<file path="config.mk">
export PLATFORM = sky130hd
export DESIGN_NAME = dram_strobe_decoder
export DESIGN_NICKNAME = d
export VERILOG_FILES = /design/src/rtl/dram_dec_pkg.sv /design/src/rtl/dram_pin_sampler.sv /design/src/rtl/dram_cas_merge.sv /design/src/rtl/dram_cycle_fsm.sv /design/src/rtl/dram_refresh_ctr.sv /design/src/rtl/dram_lane_oe.sv /design/src/rtl/dram_strobe_decoder.sv
export SDC_FILE = /design/constraint.sdc
export NUM_CORES = 1
export LEC_CHECK = 0
export ABC_AREA = 0
export CAP_MARGIN = 40
export CORE_UTILIZATION = 30
export DETAILED_ROUTE_END_ITERATION = 8
export DONT_BUFFER_PORTS = 1
export GPL_TIMING_DRIVEN = 0
export PLACE_DENSITY = 0.49
export SYNTH_ARGS = -nofsm -noshare
export SYNTH_HDL_FRONTEND = slang
export SYNTH_SLANG_ARGS = --single-unit
</file>
<file path="constraint.sdc">
create_clock -name clk -period 4.23 [get_ports clk]
set_input_delay 0.2115 -clock clk [delete_from_list [all_inputs] [get_ports clk]]
set_output_delay 0.2115 -clock clk [all_outputs]
set_load 0.01 [all_outputs]
</file>
<file path="src/rtl/dram_dec_pkg.sv">
// Shared cycle encoding for the DRAM strobe decoder.
// Assumes consumers compare cycle codes as 3-bit values.
package dram_dec_pkg;
    typedef enum logic [2:0] {
        CYC_IDLE     = 3'd0,
        CYC_ACCESS   = 3'd1,
        CYC_RAS_ONLY = 3'd2,
        CYC_CBR      = 3'd3,
        CYC_SELF     = 3'd4
    } cyc_e;
endpackage

</file>
<file path="src/rtl/dram_pin_sampler.sv">
// Registers every strobe and address pin once on the system clock.
// Assumes pins are already synchronous or slow compared with clk.
// Reset leaves all strobes inactive (high) and the address at zero.
module dram_pin_sampler #(
    parameter int ROW_W = 10,
    parameter int LANES = 2
) (
    input  logic             clk,
    input  logic             rst_n,
    input  logic             ras_n,
    input  logic [LANES-1:0] cas_n,
    input  logic             oe_n,
    input  logic             we_n,
    input  logic [ROW_W-1:0] addr,
    output logic             ras_q,
    output logic [LANES-1:0] cas_q,
    output logic             oe_q,
    output logic             we_q,
    output logic [ROW_W-1:0] addr_q
);
    // Capture the pin set, strobes idle high under reset.
    always_ff @(posedge clk) begin
        if (!rst_n) begin
            ras_q  <= 1'b1;
            cas_q  <= '1;
            oe_q   <= 1'b1;
            we_q   <= 1'b1;
            addr_q <= '0;
        end else begin
            ras_q  <= ras_n;
            cas_q  <= cas_n;
            oe_q   <= oe_n;
            we_q   <= we_n;
            addr_q <= addr;
        end
    end
endmodule

</file>
<file path="src/rtl/dram_cas_merge.sv">
// Combines the byte column strobes into one internal column strobe.
// It is active as soon as any lane is low and inactive only when all lanes
// are high. Also keeps the previous sample's strobe for refresh detection.
module dram_cas_merge #(
    parameter int LANES = 2
) (
    input  logic             clk,
    input  logic             rst_n,
    input  logic [LANES-1:0] cas_q,
    output logic             cas_now,
    output logic             cas_prev
);
    logic [LANES-1:0] lane_act;

    // Per-lane activity, one gate per byte lane.
    for (genvar g = 0; g < LANES; g++) begin : g_lane
        assign lane_act[g] = ~cas_q[g];
    end

    // First lane down raises the strobe, last lane up drops it.
    always_comb cas_now = |lane_act;

    // Remember the strobe of the previous sample.
    always_ff @(posedge clk) begin
        if (!rst_n) cas_prev <= 1'b0;
        else        cas_prev <= cas_now;
    end
endmodule

</file>
<file path="src/rtl/dram_cycle_fsm.sv">
// Classifies each row-strobe cycle and tracks the self refresh windows.
// Assumes ras_q is the sampled row strobe, cas_now the merged strobe of the
// same sample and cas_prev the merged strobe of the sample before it.
// SELF_EXIT_CYC must be at least 1.
module dram_cycle_fsm
    import dram_dec_pkg::*;
#(
    parameter int SELF_ENTRY_CYC = 40,
    parameter int SELF_EXIT_CYC  = 12
) (
    input  logic clk,
    input  logic rst_n,
    input  logic ras_q,
    input  logic cas_now,
    input  logic cas_prev,
    output cyc_e state,
    output cyc_e nxt,
    output logic take_ctr,
    output logic take_addr,
    output logic ctr_adv
);
    localparam int MAXC  = (SELF_ENTRY_CYC > SELF_EXIT_CYC) ? SELF_ENTRY_CYC : SELF_EXIT_CYC;
    localparam int CNT_W = $clog2(MAXC + 1);
    localparam logic [CNT_W-1:0] ENTRY_LIM = CNT_W'(SELF_ENTRY_CYC);
    localparam logic [CNT_W-1:0] EXIT_LIM  = CNT_W'(SELF_EXIT_CYC - 1);

    logic [CNT_W-1:0] cnt, cnt_nxt;

    // Next-state and window-count decision for the current sample.
    always_comb begin
        nxt       = state;
        cnt_nxt   = cnt;
        take_ctr  = 1'b0;
        take_addr = 1'b0;
        ctr_adv   = 1'b0;
        unique case (state)
            CYC_IDLE: begin
                if (!ras_q) begin
                    if (cas_prev) begin
                        nxt      = CYC_CBR;
                        take_ctr = 1'b1;
                        cnt_nxt  = CNT_W'(1);
                    end else begin
                        nxt       = cas_now ? CYC_ACCESS : CYC_RAS_ONLY;
                        take_addr = 1'b1;
                    end
                end
            end
            CYC_ACCESS: begin
                if (ras_q) nxt = CYC_IDLE;
            end
            CYC_RAS_ONLY: begin
                if (ras_q)        nxt = CYC_IDLE;
                else if (cas_now) nxt = CYC_ACCESS;
            end
            CYC_CBR: begin
                if (ras_q) begin
                    nxt     = CYC_IDLE;
                    ctr_adv = 1'b1;
                    cnt_nxt = '0;
                end else if (cnt == ENTRY_LIM) begin
                    nxt     = CYC_SELF;
                    cnt_nxt = '0;
                end else begin
                    cnt_nxt = cnt + CNT_W'(1);
                end
            end
            CYC_SELF: begin
                if (ras_q) begin
                    if (cnt == EXIT_LIM) begin
                        nxt     = CYC_IDLE;
                        ctr_adv = 1'b1;
                        cnt_nxt = '0;
                    end else begin
                        cnt_nxt = cnt + CNT_W'(1);
                    end
                end else begin
                    cnt_nxt = '0;
                end
            end
            default: begin
                nxt     = CYC_IDLE;
                cnt_nxt = '0;
            end
        endcase
    end

    // State and window counter registers.
    always_ff @(posedge clk) begin
        if (!rst_n) begin
            state <= CYC_IDLE;
            cnt   <= '0;
        end else begin
            state <= nxt;
            cnt   <= cnt_nxt;
        end
    end
endmodule

</file>
<file path="src/rtl/dram_refresh_ctr.sv">
// Internal refresh row pointer. It advances by one per completed refresh
// that used it and wraps naturally at 2**ROW_W.
module dram_refresh_ctr #(
    parameter int ROW_W = 10
) (
    input  logic             clk,
    input  logic             rst_n,
    input  logic             adv,
    output logic [ROW_W-1:0] ptr
);
    // Step the pointer on each completion pulse.
    always_ff @(posedge clk) begin
        if (!rst_n)   ptr <= '0;
        else if (adv) ptr <= ptr + ROW_W'(1);
    end
endmodule

</file>
<file path="src/rtl/dram_lane_oe.sv">
// Per-byte-lane output enables. A lane drives only during an access cycle
// with its own column strobe low, output enable low and write enable high.
// Assumes in_access already implies the row strobe is low.
module dram_lane_oe #(
    parameter int LANES = 2
) (
    input  logic             clk,
    input  logic             rst_n,
    input  logic             in_access,
    input  logic [LANES-1:0] cas_q,
    input  logic             oe_q,
    input  logic             we_q,
    output logic [LANES-1:0] lane_oe
);
    for (genvar g = 0; g < LANES; g++) begin : g_lane
        // Register one lane's drive enable.
        always_ff @(posedge clk) begin
            if (!rst_n) lane_oe[g] <= 1'b0;
            else        lane_oe[g] <= in_access & ~cas_q[g] & ~oe_q & we_q;
        end
    end
endmodule

</file>
<file path="src/rtl/dram_strobe_decoder.sv">
// Control front end of a 1M x 16 asynchronous DRAM in synchronous form.
// Samples the pins, merges the byte column strobes, classifies the cycle,
// selects the row (pins or refresh pointer) and drives lane enables.
// Assumes the clock is fast enough to see every strobe edge; all outputs
// lag the pins by two rising edges.
module dram_strobe_decoder
    import dram_dec_pkg::*;
#(
    parameter int ROW_W          = 10,
    parameter int SELF_ENTRY_CYC = 40,
    parameter int SELF_EXIT_CYC  = 12
) (
    input  logic             clk,
    input  logic             rst_n,
    input  logic             ras_n,
    input  logic             lcas_n,
    input  logic             ucas_n,
    input  logic             oe_n,
    input  logic             we_n,
    input  logic [ROW_W-1:0] addr,
    output logic [2:0]       cyc_type,
    output logic [ROW_W-1:0] row_used,
    output logic             refresh_active,
    output logic             cas_active,
    output logic             lane_oe_lo,
    output logic             lane_oe_hi
);
    localparam int LANES = 2;

    logic             ras_q, oe_q, we_q;
    logic [LANES-1:0] cas_q;
    logic [ROW_W-1:0] addr_q;
    logic             cas_now, cas_prev;
    cyc_e             state, nxt;
    logic             take_ctr, take_addr, ctr_adv;
    logic [ROW_W-1:0] refresh_ptr;
    logic [LANES-1:0] lane_oe;

    dram_pin_sampler #(.ROW_W(ROW_W), .LANES(LANES)) u_sampler (
        .clk(clk), .rst_n(rst_n), .ras_n(ras_n), .cas_n({ucas_n, lcas_n}),
        .oe_n(oe_n), .we_n(we_n), .addr(addr), .ras_q(ras_q), .cas_q(cas_q),
        .oe_q(oe_q), .we_q(we_q), .addr_q(addr_q)
    );

    dram_cas_merge #(.LANES(LANES)) u_merge (
        .clk(clk), .rst_n(rst_n), .cas_q(cas_q), .cas_now(cas_now), .cas_prev(cas_prev)
    );

    dram_cycle_fsm #(.SELF_ENTRY_CYC(SELF_ENTRY_CYC), .SELF_EXIT_CYC(SELF_EXIT_CYC)) u_fsm (
        .clk(clk), .rst_n(rst_n), .ras_q(ras_q), .cas_now(cas_now), .cas_prev(cas_prev),
        .state(state), .nxt(nxt), .take_ctr(take_ctr), .take_addr(take_addr), .ctr_adv(ctr_adv)
    );

    dram_refresh_ctr #(.ROW_W(ROW_W)) u_ctr (
        .clk(clk), .rst_n(rst_n), .adv(ctr_adv), .ptr(refresh_ptr)
    );

    dram_lane_oe #(.LANES(LANES)) u_oe (
        .clk(clk), .rst_n(rst_n), .in_access(nxt == CYC_ACCESS), .cas_q(cas_q),
        .oe_q(oe_q), .we_q(we_q), .lane_oe(lane_oe)
    );

    // Latch the row at the start of each cycle from pins or refresh pointer.
    always_ff @(posedge clk) begin
        if (!rst_n)         row_used <= '0;
        else if (take_ctr)  row_used <= refresh_ptr;
        else if (take_addr) row_used <= addr_q;
    end

    assign cyc_type       = state;
    assign refresh_active = (state != CYC_IDLE);
    assign cas_active     = cas_prev;
    assign lane_oe_lo     = lane_oe[0];
    assign lane_oe_hi     = lane_oe[1];
endmodule

</file>
Word-level counts from Yosys, hierarchy flattened
Index checks and enable logic that the tools add are counted.

Reduce and logical (&&, ||, !) cells: 6. $add $sub $neg: 2. Eq/ne operators: 9. Bitwise operators: 10. Muxes and demuxes: 30.

Operators by type and width (number): 6-bit two-way mux (6); 3-bit two-way mux (9); 6-bit one-hot mux with 4 select lines (1); 10-bit two-way mux (2); 3-bit one-hot mux with 5 select lines (1); 10-bit by 1-bit adder with 10-bit output, second input constant (1); 1-bit two-way mux (9); 6-bit by 1-bit adder with 6-bit output, second input constant (1); 1-bit bitwise AND (6); 3-bit by 1-bit == test with 1-bit output, second input constant (2); 3-bit by 2-bit == test with 1-bit output, second input constant (2); 6-bit by 4-bit == test with 1-bit output, second input constant (1); 6-bit == test, second input constant (1); 2-bit != test, second input constant (2); 1-bit inverter (4); 2-bit OR reduction (2); 3-bit == test, second input constant (1); 3-bit logical NOT (1); 3-bit AND reduction (1); 3-bit nonzero test (1); 2-bit two-way mux (1); 1-bit one-hot mux with 2 select lines (1); 2-bit nonzero test (1).

Input bits: 17. Bits in registers: 47. Word-level logic and storage cells: 69. Output and inout bits: 17.

Longest topological paths before layout
Gate-level depths: netlist (run 1).

Depth after elaboration: 10. Mapped depth: 5. Mapped depth without buffers: 5.

Cells and area by module
From an unflattened synthesis (run 1), not the netlist that was laid out.

Cell total of the unflattened synthesis: 206. Area total of the unflattened synthesis: 2074.5 um^2.

Modules (own cells, without submodules): dram_cycle_fsm (area each 556.8 um^2, seq. area each 180.2 um^2, times used 1, cells each 72); dram_strobe_decoder (area each 551.8 um^2, seq. area each 200.2 um^2, times used 1, cells each 46); dram_refresh_ctr (area each 462.9 um^2, seq. area each 200.2 um^2, times used 1, cells each 49); dram_pin_sampler (area each 415.4 um^2, seq. area each 300.3 um^2, times used 1, cells each 31); dram_lane_oe (area each 56.3 um^2, seq. area each 40.0 um^2, times used 1, cells each 5); dram_cas_merge (area each 31.3 um^2, seq. area each 20.0 um^2, times used 1, cells each 3).

Worst setup path before layout (run 1)
No wires, ideal clock.

Kind: register -> register. Start: reg u_fsm.state[1]. End: reg u_fsm.cnt[3]. Path buffers: 1. Period minus slack after synthesis: 1461 ps. Data arrival time: 1330 ps. Cell stages (with the launch flop): 6. Required time: 4099 ps. Slack: 2769 ps. Cell sequence: dfxtp_1 > buf_6 > or4b_4 > and3_4 > nand2_1 > o211ai_2.

Word-level cells in the longest chain between the ends: 4. Elaborated cells between the ends (all ways): 11.

RTL lines: from (decl) (RTL line dram_cycle_fsm.sv:16) `output cyc_e state,`; from (signal assigned) (RTL line dram_cycle_fsm.sv:94) `state <= nxt;`; branches (longest 4 deep; another with 6-bit one-hot mux with 4 select lines); to (signal assigned) (RTL line dram_cycle_fsm.sv:95) `cnt <= cnt_nxt;`; to (decl) (RTL line dram_cycle_fsm.sv:27) `logic [CNT_W-1:0] cnt, cnt_nxt;`.

Several ways; the timed one is not identified. A chain may end at the register's enable or synchronous reset.

Worst setup path after layout (run 1)
Start: reg u_fsm.cnt[1]. End: reg u_ctr.ptr[7].

Word-level cells in the longest chain between the ends: 4.

RTL lines: 6-bit by 4-bit == test with 1-bit output (RTL line dram_cycle_fsm.sv:70) `if (cnt == EXIT_LIM) begin`; 1-bit two-way mux (RTL line dram_cycle_fsm.sv:70); 1-bit two-way mux (RTL line dram_cycle_fsm.sv:69) `if (ras_q) begin`; 1-bit one-hot mux with 2 select lines (RTL line dram_cycle_fsm.sv:36) `unique case (state)`; to (signal assigned) (RTL line dram_refresh_ctr.sv:14) `else if (adv) ptr <= ptr + ROW_W'(1);`; to (decl) (RTL line dram_refresh_ctr.sv:9) `output logic [ROW_W-1:0] ptr`.

No other way between the ends.

==> results.md, run 1 <==
- Period utilization: 0.417
- Synthesized area per cell: 9.27 µm²
- Share of layout cells above drive strength 1: 0.0975
- Tot GR Track Use: 0.140
- Design area: 2310 µm²
- Run status: finished, final reports clean
- Clk_lat worst skew: ~0.31 ns
- Gr ovfl total: 0
- Critical path endpoint category: register
- Post-synth top area share: 0.449
- FF+latch count, synth: 47
- Post-cts resize count: 0
- WP data required: approximately 4.5 ns
- Number of synthesized flops with an enable pin: 0
- Buffers added on ports: 0
- LEAKAGE: 0.818 nW
- Routed WL per cell: roughly 15 µm
- RSZ-0062 raised after global routing: false
- Hold Fails Final Rpt: 0
- Syn Nets: 246
- Post-synth top flop: dfxtp_1
- Nets@finish: roughly 260
- Die Footprint: approximately 7300 µm²
- CP Launch Type: register
- Library cells used by synthesis: 46
- Cell taking the most area after synthesis: dfxtp_1
- Vias: between 1500 and 2000
- Post-route ant nets: 0
- Maximum root-to-sink buffer count: 2
- Diodes inserted: 0
- Power per cell area: 354 nW/µm²
- Area Growth Syn to Fin: 10.1%
- Max VDD drop: about 0.13 mV
- Die Height: around 86 µm
- Synth top area cells: dfxtp_1, mux2i_1, nand2b_1
- H-tree levels: 2
- Worst hold margin: ~0.006 ns
- Reg clk slew, reported paths: roughly 0.09 ns
- CP Class: register to register
- Setup crit start: u_fsm.cnt[1]$_SDFFE_PN0P_
- Setup TNS: 0 ns
- Placed cell areas: approximately 2200 µm²
- Vias in the first global route: between 1500 and 2000
- CTS buffer count: 5
- CTS Sinks: between 40 and 50
- CORE AREA: 6760 µm²
- Synth Cell Area: about 2100 µm²
- Die W: 85.6 µm
- Root Driver: clkbuf_8
- CTS tree: yes
- DRC violations left: 0
- Crit path time final: between 1.5 and 2 ns
- Routability Congestion: 0.773
- WP data arrival: about 2 ns
- Final HPWL DP: 3230 µm
- Hold_sp: ucas_n
- Reg-to-Reg Start: u_fsm.cnt[1]$_SDFFE_PN0P_
- Worst hold stages: 1
- Hold Crit Class: input port to register
- R2R depth: 5
- Seq/Total Area, Yosys: 0.449
- I/O Pins: 34
- Cell count after synthesis: about 230
- Largest net degree at the start of global routing: 17
- Warnings from Yosys: 0
- Fmax: about 570 MHz
- Pre-antenna DRT Iters: 4
- Setup-failing EPs final: 0
- Maximum Capacitance Violations: 0
- Pwr Total: 0.816 mW
- Via-to-Cell Ratio: approximately 5.2
- # rows: 30
- Filler cell count: slightly above 700
- CP Max Fanout: 9
- Antenna violations before repair: 0
- Worst slew pin tran: approximately 0.55 ns
- Slew Limit Fails: 0
- Post-synth ARST share: 0
- Clk_skew: approximately 0.010 ns
- Total detailed-routing wirelength: about 4700 µm
- Initial Util: 0.310
- First-pass GRT wire length: 7810 µm
- Drt initial violations: between 60 and 70
- Slew Limit Headroom: 0.637
cell type report:
class | instances | area (µm²) | area share
Tap cell | 80 | 100 | 0.0434
Clock inverter | 3 | 22.5 | 0.00977
Timing Repair Buffer | 2 | 20.0 | 0.00868
Sequential cell | 47 | 941 | 0.408
Inverter | 6 | 22.5 | 0.00977
Clock buffer | 5 | 68.8 | 0.0298
Multi-Input combinational cell | 161 | 1070 | 0.464
Buffer | 12 | 61.3 | 0.0266
metal layers:
layer,wire length (µm),vias up,track usage
met2,2170,28,0.209
met3,199,4,0.0395
met4,56,0,0.0636
met5,0,-,0
li1,-,826,-
met1,2290,791,0.187
worst max-delay path, stage by stage (launching register included):
cell and delay [ns]:
dfxtp_1 0.39, ha_1 0.20, nor2b_1 0.33, nand4_2 0.28, a21oi_1 0.28, mux2i_1 0.22
per-stage QoR:
step                 util  worst slack, ns  std cells
floorplan               -             2.77        226
global placement    0.325             2.46        306
detailed placement  0.325             2.50        306
CTS                 0.340             2.45        315
global route        0.341             2.28        316
finish              0.341             2.47        316
Yosys cell counts, drive strengths merged (2+ instances only):
library cell  number
dfxtp             47
nand2             23
mux2i             18
nand2b            14
nor2              14
a21oi             13
a211oi            11
and2              11
buf                8
o21ai              8
inv                6
nand4              6
and3               5
clkbuf             4
nand3              4
o211ai             4
ha                 3
nor3               3
nor4               3
a21boi             2
and4bb             2
o21a               2
cells in the final DEF, fill, tap and decap left out, drive strengths merged, types with 2 or more instances in the layout:
master,instances
buf,8
nand4,6
o21a,2
inv,8
o211ai,4
nand2b,14
and3,5
nor3,3
a211oi,11
and4bb,2
dfxtp,47
nand3,4
clkbuf,9
a21boi,2
nor4,3
nand2,23
mux2i,18
and2,11
nor2,14
o21ai,8
a21oi,13
dlygate4sd3,2
ha,3
power by group:
part | switching, mW | internal [mW] | total (mW)
registers | 0.0134 | 0.458 | 0.472
clock network | 0.165 | 0.120 | 0.285
logic | 0.0341 | 0.0247 | 0.0587
cells by family after synthesis:
logic type               synth area share
AO/OA/AOI/OAI                       0.148
AND/OR/NAND/NOR                     0.254
flip-flops                          0.449
adder cells (fa/ha/maj)            0.0179
multiplexers                       0.0860
buffers and inverters              0.0400
XOR/XNOR                          0.00418
state kept, by name, indices dropped and copies added, names as in the netlist, 2 cells and up:
name              flops
row_used             10
u_oe.lane_oe          2
u_sampler.addr_q     10
u_fsm.cnt             6
u_sampler.cas_q       2
u_ctr.ptr            10
u_fsm.state           3
worst paths after layout:
check / slack [ns] / end
setup / recovery: 2.47 / u_ctr.ptr[7]$_SDFFE_PN0P_
hold / removal: 0.006 / u_sampler.cas_q[1]$_SDFF_PN1_
setup reg to reg: 2.47 / u_ctr.ptr[7]$_SDFFE_PN0P_
hold reg to reg: 0.48 / u_oe.lane_oe[0]$_SDFF_PN0_
timing repair:
item / CTS / global route
buffers inserted: 0 / 0
hold buffers: 1 / 1
endpoints found under the hold margin: 1 / 1
Power figures use the tool's default switching activity.
==> run 2, diff against run 1 <==
Settings changed: PLACE_DENSITY 0.49 to 0.5.
Clock period 4.23 ns to 1.5 ns, I/O delays scaled along.
==> run 2 against run 1 <==
Against the previous run:
- register-to-register slack lost 2.4 ns
- critical endpoint is now u_fsm.cnt[3]$_SDFFE_PN0P_
- fmax grew 19%
- global-route usage is essentially flat
- final cell count grew 6.3%
- largest cell class unchanged
- clock skew shrank 0.0033 ns
- sequential cell count is the same
==> results.md, run 2 (synthesized netlist as in run 1, its figures left out) <==
- Max VDD drop: 0.411 mV
- DRC violations left: 0
- CTS tree: yes
- Hold Crit Class: input port to register
- Slew Limit Fails: 0
- Vias: approximately 1700
- CP Max Fanout: 10
- Setup TNS: 0 ns
- Maximum root-to-sink buffer count: 2
- Highest Signal Layer: met4
- Antenna violations before repair: 0
- CP Launch Type: register
- Largest regs: row_used x10, u_ctr.ptr x10, u_sampler.addr_q x10
- Via-to-Cell Ratio: slightly above 5
- # rows: 30
- Root Driver: clkbuf_8
- Area Growth Syn to Fin: 25.9%
- Die W: ~86 µm
- RSZ-0062 raised after global routing: true
- Worst hold stages: 2
- Routed WL per cell: between 10 and 15 µm
- Buffers added on ports: 0
- Initial Util: 0.310
- Total detailed-routing wirelength: 5040 µm
- Fmax: between 600 and 700 MHz
- Power per cell area: roughly 930 nW/µm²
- Diodes inserted: 0
- Core Util, Final: 0.390
- LEAKAGE: between 0.9 and 1 nW
- Most common cell after layout, fill and taps aside: dfxtp_1
- Clk_skew: 0.00678 ns
- WL met3: between 200 and 250 µm
- R2r setup slk: 0.02 ns
- Met1 Routed Length: about 2400 µm
- R2R Path End: u_fsm.cnt[3]$_SDFFE_PN0P_
- Routability Congestion: 0.771
- I/O Pins: 34
- WP data arrival: 1.66 ns
- Clock network power share: 0.376
- Combinational Power Share: 0.083
- WP data required: between 1.5 and 2 ns
- CP endpoint: u_fsm.cnt[3]$_SDFFE_PN0P_
- Post-route ant nets: 0
- Clk_lat worst skew: ~0.3 ns
- Worst hold margin: 0.0689 ns
- Design area: roughly 2600 µm²
- Hold Fails Final Rpt: 0
- Drt initial violations: approximately 100
- Critical path endpoint category: register
- Vias in the first global route: between 1500 and 2000
- Register area: 961 µm²
- Reg clk slew, reported paths: about 0.090 ns
- First-pass GRT wire length: 7890 µm
- Nets@finish: 276
- Reg-to-Reg Start: u_fsm.state[1]$_SDFF_PN0_
- Worst slew pin tran: between 0.5 and 0.6 ns
- Run status: finished, final reports clean
- H-tree levels: 2
- Die Height: around 86 µm
- Crit path time final: approximately 1.5 ns
- Filler cell count: around 670
- Largest net degree at the start of global routing: 15
- Maximum Capacitance Violations: 0
- Setup-failing EPs final: 0
- R2R depth: 5
- Placed cell areas: approximately 2200 µm²
- Pre-antenna DRT Iters: 4
- Setup crit start: u_fsm.state[1]$_SDFF_PN0_
- Period utilization: 0.984
- CORE AREA: 6760 µm²
- CP Class: register to register
- CTS Sinks: 47
- Sw frac: 0.236
- WL met2: 2350 µm
- CTS buffer count: 5
- Net Sw Power: approximately 0.58 mW
- Area occupied by multi-input gates: between 1000 and 1500 µm²
- Final HPWL DP: ~3200 µm
- Gr ovfl total: 0
- Commonest non-fill, non-tap cells in the layout: dfxtp_1, nand2_1, mux2i_1, dlygate4sd3_1, nand2b_1
- Die Footprint: roughly 7300 µm²
- Reg power frac: 0.541
- Cell-internal power: roughly 1.9 mW
- Tot GR Track Use: 0.139
- Pwr Total: 2.45 mW
- Slew Limit Headroom: 0.661
- Share of layout cells above drive strength 1: 0.203
-- run 2: worst min path at each step --
| stage | to | from |
|---|---|---|
| after floorplan | u_sampler.cas_q[0]$_SDFF_PN1_ | lcas_n |
| after global placement | u_sampler.ras_q$_SDFF_PN1_ | ras_n |
| after detailed placement | u_sampler.ras_q$_SDFF_PN1_ | ras_n |
| after CTS | row_used[0]$_SDFFE_PN0P_ | rst_n |
| after global routing | row_used[0]$_SDFFE_PN0P_ | rst_n |
| final | row_used[0]$_SDFFE_PN0P_ | rst_n |
-- run 2: routing by layer --
| metal | GRT usage | vias to the layer above |
|---|---|---|
| met2 | 0.209 | 33 |
| met3 | 0.0366 | 4 |
| met4 | 0.0455 | 0 |
| met1 | 0.195 | 801 |
| li1 | - | 864 |
| met5 | 0 | - |
-- run 2: metrics by stage --
step	instances	setup WS (ns)
after floorplan	226	0.0391
after global placement	306	-0.230
after detailed placement	306	-0.230
after CTS	331	-0.0235
after global routing	336	-0.0588
final	336	0.0240
-- run 2: worst max-delay path, stage by stage (launching register included) --
cell and delay, ns:
dfxtp_4 0.37, buf_6 0.14, or4b_4 0.50, and3_4 0.19
nand2_1 0.08, o211ai_2 0.08
-- run 2: final cells by class --
type,instances,share of cell area
multi-input combinational,162,0.444
inverter,6,0.00854
timing repair buffer,22,0.0778
buffer,12,0.0270
tap,80,0.0380
sequential,47,0.364
clock buffer,5,0.0261
clock inverter,2,0.0142
-- run 2: power by group through the flow --
stage	registers [mW]	logic (mW)	clock network, mW
2_1_floorplan	1.35	0.128	0
3_3_place_gp	1.36	0.162	0
3_5_place_dp	1.36	0.163	0
4_1_cts	1.33	0.199	0.958
5_1_grt	1.33	0.224	0.999
6_report	1.33	0.204	0.922
-- run 2: timing repair --
action,4_1_cts,5_1_grt
hold endpoints to repair,16,0
hold buffers,16,0
buffers inserted,2,4
pin swaps,4,9
cloned,0,1
setup endpoints to repair,25,27
resized for setup,11,28
